[config.mk]
export PLATFORM = sky130hd
export DESIGN_NAME = cfg_addr_gen
export DESIGN_NICKNAME = d
export VERILOG_FILES = /design/src/rtl/cfg_addr_pkg.sv /design/src/rtl/cfg_type0_enc.sv /design/src/rtl/cfg_type1_enc.sv /design/src/rtl/cfg_req_ctrl.sv /design/src/rtl/cfg_addr_gen.sv
export SDC_FILE = /design/constraint.sdc
export NUM_CORES = 1
export LEC_CHECK = 0
export ABC_AREA = 1
export CAP_MARGIN = 20
export CORE_MARGIN = 2
export CORE_UTILIZATION = 41
export CTS_CLUSTER_DIAMETER = 50
export DETAILED_ROUTE_END_ITERATION = 6
export PLACE_DENSITY = 0.77
export SLEW_MARGIN = 25
export SYNTH_ARGS = -nofsm -noshare
export SYNTH_HDL_FRONTEND = slang
export SYNTH_SLANG_ARGS = --single-unit
[constraint.sdc]
create_clock -name clk -period 1.2 [get_ports clk]
set_input_delay 0.36 -clock clk [delete_from_list [all_inputs] [get_ports clk]]
set_output_delay 0.36 -clock clk [all_outputs]
set_load 0.05 [all_outputs]
[src/rtl/cfg_addr_pkg.sv]
package cfg_addr_pkg;
  localparam logic [3:0] CMD_CFG_RD = 4'b1010;
  localparam logic [3:0] CMD_CFG_WR = 4'b1011;

  typedef enum logic [1:0] {
    FMT_LOCAL  = 2'b00,
    FMT_REMOTE = 2'b01
  } fmt_e;
endpackage

[src/rtl/cfg_type0_enc.sv]
module cfg_type0_enc #(
  parameter int DEV_W = 5,
  parameter int FN_W  = 3,
  parameter int DW_W  = 6,
  parameter int AD_W  = 32
) (
  input  logic [DEV_W-1:0] dev_i,
  input  logic [FN_W-1:0]  fn_i,
  input  logic [DW_W-1:0]  dw_i,
  output logic [AD_W-1:0]  ad_o,
  output logic             range_err_o
);
  import cfg_addr_pkg::*;

  localparam int SEL_LO = FN_W + DW_W + 2;
  localparam int SEL_N  = AD_W - SEL_LO;

  logic [SEL_N-1:0] sel;

  // One select line per reachable device number.
  genvar g;
  generate
    for (g = 0; g < SEL_N; g++) begin : g_sel
      assign sel[g] = (int'(dev_i) == g);
    end
  endgenerate

  assign range_err_o = (int'(dev_i) >= SEL_N);
  assign ad_o        = {sel, fn_i, dw_i, FMT_LOCAL};
endmodule

[src/rtl/cfg_type1_enc.sv]
module cfg_type1_enc #(
  parameter int BUS_W = 8,
  parameter int DEV_W = 5,
  parameter int FN_W  = 3,
  parameter int DW_W  = 6,
  parameter int AD_W  = 32
) (
  input  logic [BUS_W-1:0] bus_i,
  input  logic [DEV_W-1:0] dev_i,
  input  logic [FN_W-1:0]  fn_i,
  input  logic [DW_W-1:0]  dw_i,
  output logic [AD_W-1:0]  ad_o
);
  import cfg_addr_pkg::*;

  localparam int RSV_W = AD_W - BUS_W - DEV_W - FN_W - DW_W - 2;

  assign ad_o = {{RSV_W{1'b0}}, bus_i, dev_i, fn_i, dw_i, FMT_REMOTE};
endmodule

[src/rtl/cfg_req_ctrl.sv]
module cfg_req_ctrl (
  input  logic clk,
  input  logic rst_n,
  input  logic req_i,
  input  logic bad_i,
  output logic load_o,
  output logic done_o,
  output logic err_o,
  output logic busy_o
);
  logic done_q, err_q;
  logic done_d, err_d;
  logic accept;

  always_comb begin
    accept = req_i & ~busy_o;
    done_d = accept & ~bad_i;
    err_d  = accept &  bad_i;
  end

  always_ff @(posedge clk or negedge rst_n) begin
    if (!rst_n) begin
      done_q <= 1'b0;
      err_q  <= 1'b0;
    end else begin
      done_q <= done_d;
      err_q  <= err_d;
    end
  end

  assign load_o = done_d;
  assign done_o = done_q;
  assign err_o  = err_q;
  assign busy_o = done_q | err_q;
endmodule

[src/rtl/cfg_addr_gen.sv]
module cfg_addr_gen #(
  parameter int BUS_W = 8,
  parameter int DEV_W = 5,
  parameter int FN_W  = 3,
  parameter int DW_W  = 6,
  parameter int AD_W  = 32
) (
  input  logic             clk,
  input  logic             rst_n,
  input  logic             req_i,
  input  logic             wr_i,
  input  logic [BUS_W-1:0] bus_i,
  input  logic [DEV_W-1:0] dev_i,
  input  logic [FN_W-1:0]  fn_i,
  input  logic [DW_W-1:0]  dw_i,
  output logic [AD_W-1:0]  ad_o,
  output logic [3:0]       cmd_o,
  output logic             done_o,
  output logic             err_o,
  output logic             busy_o
);
  import cfg_addr_pkg::*;

  logic [AD_W-1:0] ad_local, ad_remote, ad_d, ad_nxt, ad_q;
  logic [3:0]      cmd_d, cmd_nxt, cmd_q;
  logic            is_local, range_err, bad, load;

  cfg_type0_enc #(.DEV_W(DEV_W), .FN_W(FN_W), .DW_W(DW_W), .AD_W(AD_W)) u_t0 (
    .dev_i       (dev_i),
    .fn_i        (fn_i),
    .dw_i        (dw_i),
    .ad_o        (ad_local),
    .range_err_o (range_err)
  );

  cfg_type1_enc #(.BUS_W(BUS_W), .DEV_W(DEV_W), .FN_W(FN_W), .DW_W(DW_W), .AD_W(AD_W)) u_t1 (
    .bus_i (bus_i),
    .dev_i (dev_i),
    .fn_i  (fn_i),
    .dw_i  (dw_i),
    .ad_o  (ad_remote)
  );

  cfg_req_ctrl u_ctrl (
    .clk    (clk),
    .rst_n  (rst_n),
    .req_i  (req_i),
    .bad_i  (bad),
    .load_o (load),
    .done_o (done_o),
    .err_o  (err_o),
    .busy_o (busy_o)
  );

  // Next-state: pick the format, then hold unless a valid request loads.
  always_comb begin
    is_local = (bus_i == '0);
    bad      = is_local & range_err;
    ad_d     = is_local ? ad_local : ad_remote;
    cmd_d    = wr_i ? CMD_CFG_WR : CMD_CFG_RD;
    ad_nxt   = load ? ad_d  : ad_q;
    cmd_nxt  = load ? cmd_d : cmd_q;
  end

  always_ff @(posedge clk or negedge rst_n) begin
    if (!rst_n) begin
      ad_q  <= '0;
      cmd_q <= '0;
    end else begin
      ad_q  <= ad_nxt;
      cmd_q <= cmd_nxt;
    end
  end

  assign ad_o  = ad_q;
  assign cmd_o = cmd_q;
endmodule

==> results of run 1 <==
-- cell type report --
class | instances | area [sq um]
fill | 96 | 200
clock inverter | 3 | 43.8
tap | 52 | 65.1
timing repair buffer | 157 | 1880
sequential | 35 | 882
multi-input combinational | 186 | 1150
clock buffer | 5 | 68.8
inverter | 18 | 67.6
-- per-layer routing --
layer / vias up / wire (um) / part of all wire [%]
li1: 1083 / - / -
met1: 1346 / 4170 / 32
met2: 370 / 5590 / 43
met3: 151 / 1860 / 14
met4: 0 / 1290 / 10
met5: - / 0 / 0
-- repair_timing --
| action | in CTS | in global routing |
|---|---|---|
| pin swaps | 29 | 40 |
| setup buffers | 37 | 27 |
| resized for setup | 81 | 73 |
| cloned | 6 | 1 |
| endpoints found under the setup margin | 72 | 72 |
-- sequential cells by signal, indices dropped and copies added (netlist names) --
signal,flops
cmd_o,2
u_ctrl.done_o,1
ad_o,31
u_ctrl.err_o,1
-- per-stage QoR --
| stage | area (sq um) | utilization (%) | power, uW | setup slack [ps] |
|---|---|---|---|---|
| after floorplan | 1870 | - | 2020 | -276 |
| after global placement | 3080 | 70.6 | 2760 | -522 |
| after detailed placement | 3080 | 70.6 | 2780 | -582 |
| after CTS | 3840 | 88.1 | 4140 | -293 |
| after global routing | 4150 | 95.4 | 4640 | -626 |
| final | 4150 | 95.4 | 4600 | -622 |
-- worst max path at each step --
stage / start / end / slack, ps / cells past startpoint
after detailed placement: bus_i[5] / ad_o[22] / -580 / 8
after floorplan: u_ctrl.err_o / ad_o[15] / -280 / 6
after global routing: u_ctrl.err_o / ad_o[26] / -630 / 7
after CTS: u_ctrl.done_o / busy_o / -290 / 2
final: u_ctrl.done_o / ad_o[30] / -620 / 7
after global placement: bus_i[7] / ad_o[18] / -520 / 8
-- cell usage after synthesis (all sizes together) --
library cell	instances	area, sq um
buf	13	91.3
inv	18	67.6
nor3	5	30.0
or2	1	6.26
o21ai	7	46.3
nand4	8	50.1
nor2	29	126
clkbuf	2	8.75
nand2	108	413
conb	1	3.75
dfrtp	35	876
nand3	26	143
-- critical path: cells and delay by family (launching register included) --
kind | cells | cell delay (ps)
flip-flops | 1 | 440
buffers and inverters | 3 | 410
AND/OR/NAND/NOR | 4 | 890
-- where the power goes --
group	total [uW]	switching (uW)	internal [uW]
Clock	1190	567	620
Combinational	1970	1040	928
Sequential	1440	152	1290
-- cell families (layout without fill, tap and decap cells) --
family | after synthesis | in the layout | synth area share [%]
and+or+nand+nor | 177 | 177 | 41.3
DFF | 35 | 35 | 47.0
buffers and inverters | 33 | 183 | 9.00
AOI/OAI and AO/OA | 7 | 7 | 2.49
other | 1 | 2 | 0.201
==> out/summary.txt, run 1 <==
Clock sinks -> 35
CTS Buf Count -> 5
Dpl hpwl -> 3820 um
Vias per cell -> 6.47
FF-to-FF End -> ad_o[30]
Net count, final -> 429
Die extent in x -> 71.4 um
Post-route ant nets -> 0
Synth Warn # -> 0
First-pass GRT wire length -> 13,800 um
Initial DRC count -> 439
Slew @ Worst Pin -> 680 ps
Setup CP Type -> flop to flop
VDD IR max -> 0.000931 V
Tcrit/Tclk final -> 152%
Leakage power -> 0.00209 uW
Register area share after synthesis -> 47.0%
FP Rows -> 24
DRT Pass-1 Iters -> 7
Count of cell types in the netlist -> 22
Startpoint class of the critical path -> flop
Fraction of layout cells with a size suffix above 1 -> 58.4%
TNS Setup -> -17,580 ps
Mean Syn Cell Area -> 7.36 sq um
CTS clk-pin slew, worst paths -> 100 ps
CP max FO -> 4
Die Y -> 71.4 um
Initial antenna violation count -> 1
GRT Util Overall -> 36.0%
Most frequent CP cell -> buf_6
Status -> complete, but fails checks
Clk_skew -> 16.9 ps
CP Cell Sequence -> or2_4 -> nor2_4 -> buf_6 -> buf_8 -> buf_6 -> nand4_1 -> nand2_1
Total wire length -> 12,900 um
R2R cell count -> 7
Failing checks -> design-rule violations, negative setup slack
CP max-delay cell -> dfrtp_2
Core area -> 4350 sq um
Final slew viol count -> 0
Starting Density -> 42.8%
Seq cells post-synth -> 35
Clk Latency, worst-skew pair -> 320 ps
Top Ports -> 65
DP Cell Count -> 384
RSZ-0062 raised after global routing -> true
Total gr overflow -> 0
Layout area overhead -> 123%
PwrDens -> 1110 nW/um^2
GR Layer Usage met1 -> 42.9%
Min setup slack post-route -> -622 ps
Syn Inst Count -> 253
H-tree levels -> 2
Full die area -> 5100 sq um
Commonest non-fill, non-tap cell in the layout -> buf_4
Hold slack final -> 407 ps
Min Tclk post-route -> 1820 ps
Final setup viols -> 72
Vias -> 2,950
Final GP Congestion -> 0.965
Worst min path class -> primary input to async pin
Vias in the first global route -> 2,555
TritonCTS clock tree -> built
N_diodes -> 0
Max-Slew Margin vs Limit -> 54.2%
Pin count of the biggest net entering global routing -> 36
Synthesized area -> 1860 sq um
Met3 Track Usage GR -> 6.89%
DRC -> 101
Hold-fix buffers, CTS -> 0
Routed len/inst -> 28.3 um
Grt peak-use layer -> met2
Flop-to-flop setup slack -> -620 ps
CTS max path bufs -> 2
Reg2reg start -> u_ctrl.done_o
Maxcap violations -> 0
Root Buffer -> clkbuf_8
Final Non-Filler Cells -> 456
Port Buffers -> 62
Commonest non-fill, non-tap cells in the layout -> 70 x buf_4, 62 x nand2_1, 45 x buf_12
Fmax -> 549 MHz
CP max stage delay -> 440 ps
CP endpoint kind -> flop
Fin. Hold Viols -> 0
Met2 Use GR -> 64.3%
Crit path required time -> 1450 ps
CP arrival -> 2070 ps
(Power assumes the default switching activity.)
==> run 2, diff against run 1 <==
--- a/config.mk
+++ b/config.mk
@@ -13,4 +13,5 @@
 export DETAILED_ROUTE_END_ITERATION = 6
 export PLACE_DENSITY = 0.77
+export SKIP_LAST_GASP = 1
 export SLEW_MARGIN = 25
 export SYNTH_ARGS = -nofsm -noshare
==> constraint.sdc (replaced) <==
create_clock -name clk -period 1.2 [get_ports clk]
set_input_delay 0.36 -clock clk [delete_from_list [all_inputs] [get_ports clk]]
set_output_delay 0.36 -clock clk [all_outputs]
set_load 0.01 [all_outputs]
==> out/summary.txt, run 2 (synthesis gave the netlist of run 1 again) <==
Core area -> 4350 sq um (unchanged)
CTS max path bufs -> 2 (unchanged)
Hold-fix buffers, CTS -> 0 (unchanged)
Fmax -> 700 MHz (+27%)
H-tree levels -> 2 (unchanged)
TritonCTS clock tree -> built
CTS Buf Count -> 5 (unchanged)
Die Y -> 71.4 um (unchanged)
RSZ-0062 raised after global routing -> true
CP endpoint kind -> flop
Initial DRC count -> 103 (-77%)
Final slew viol count -> 0 (unchanged)
Vias -> 1,978 (-33%)
Hold slack final -> 437 ps (+30.5 ps)
FP Rows -> 24 (unchanged)
CTS clk-pin slew, worst paths -> 80 ps (-20 ps)
Commonest non-fill, non-tap cell in the layout -> nand2_1
Final setup viols -> 35 (-51%)
Starting Density -> 42.8% (unchanged)
Tcrit/Tclk final -> 119% (-33 points)
Vias in the first global route -> 1,928 (-25%)
Net count, final -> 387 (-9.8%)
DP Cell Count -> 385 (+0.26%)
GRT Util Overall -> 22.1% (-14 points)
Clk_skew -> 4.13 ps (-12.7 ps)
Fillers -> 417 (+330%)
Status -> complete, but fails checks
Routed len/inst -> 12.8 um (-55%)
Fraction of layout cells with a size suffix above 1 -> 33.1% (-25 points)
DRC -> 0 (-100%)
Max reg flops -> 31 (unchanged)
Total gr overflow -> 0 (unchanged)
Setup CP Type -> flop to flop
Maxcap violations -> 0 (unchanged)
Min setup slack post-route -> -230 ps (+392 ps)
Leakage power -> 0.00161 uW (-23%)
Total power -> 3210 uW (-30%)
Worst min path class -> primary input to async pin
Place WS -> -585 ps (-3.07 ps)
Pin count of the biggest net entering global routing -> 36 (unchanged)
Total wire length -> 5280 um (-59%)
Final GP Congestion -> 0.932 (-3.3%)
Die extent in x -> 71.4 um (unchanged)
Crit path required time -> 1390 ps (-60 ps)
Top Ports -> 65 (unchanged)
Commonest non-fill, non-tap cells in the layout -> 99 x nand2_1, 45 x buf_4, 35 x dfrtp_1
First-pass GRT wire length -> 8790 um (-36%)
Clock sinks -> 35 (unchanged)
Startpoint class of the critical path -> flop
Final Non-Filler Cells -> 414 (-9.2%)
Failing checks -> negative setup slack
Post-route ant nets -> 0 (unchanged)
Layout area overhead -> 55.6%
DRT Pass-1 Iters -> 6 (-1)
Clk Latency, worst-skew pair -> 290 ps (-30 ps)
N_diodes -> 0 (unchanged)
CP arrival -> 1620 ps (-450 ps)
Full die area -> 5100 sq um (unchanged)
PwrDens -> 1110 nW/um^2 (+0.17%)
Vias per cell -> 4.78 (-26%)
CP max FO -> 24 (+20)
Dpl hpwl -> 3670 um (-3.9%)
Fin. Hold Viols -> 0 (unchanged)
Port Buffers -> 62 (unchanged)
Core Util, Final -> 66.6% (-29 points)
VDD IR max -> 0.000616 V (-34%)
Min Tclk post-route -> 1430 ps (-392 ps)
Root Buffer -> clkbuf_8
Initial antenna violation count -> 0 (-1)
## run 2: cell type report
cell class	count	area (sq um)	share of cell area [%]
clock buffers	5	68.8	2.37
well taps	52	65.1	2.25
flip-flops and latches	35	876	30.2
inverters	18	67.6	2.33
clock inverters	3	43.8	1.51
repair buffers	115	907	31.3
multi-input cells	186	870	30.0
## run 2: path summary, 6_finish.rpt
check,startpoint,end,slack (ps),cells past startpoint
max,u_ctrl.done_o,ad_o[6],-230,7
min,rst_n,ad_o[4],440,2
max reg2reg,u_ctrl.done_o,ad_o[6],-230,7
min reg2reg,cmd_o[1],cmd_o[1],480,2
max in group asynchronous,rst_n,ad_o[17],590,2
min in group clk,cmd_o[1],cmd_o[1],480,2
## run 2: repair_timing
item / in CTS / in global routing
pin swaps: 2 / 6
buffers inserted: 10 / 10
resized for setup: 173 / 11
setup endpoints to repair: 72 / 63
gates cloned: 2 / 0
## run 2: through the flow
stage / area [sq um] / setup TNS, ps
2_1_floorplan: 1900 / -2540
3_3_place_gp: 2740 / -19290
3_5_place_dp: 2740 / -20810
4_1_cts: 2800 / -7110
5_1_grt: 2900 / -9290
6_report: 2900 / -6860
## run 2: power by group
part	internal (uW)	switching (uW)	total [uW]
sequential	1290	53.7	1340
combinational	405	388	793
clock	618	461	1080
## run 2: routing by layer
metal  wire [um]  vias to the layer above  share of wire, %  global-route usage (%)
met3         348                        9               6.6                    4.64
met4          81                        0               1.5                    8.18
li1            -                     1009                 -                       -
met2        2610                       77                49                    37.4
met1        2240                      883                42                    27.8
met5           0                        -                 0                       0
## run 2: worst max-delay path, cell delays in order (launching register included)
cell	delay, ps
dfrtp_1	380
or2_4	260
buf_6	120
nor2_4	170
nand2_4	100
buf_12	170
nand2_1	70
nand2_1	60
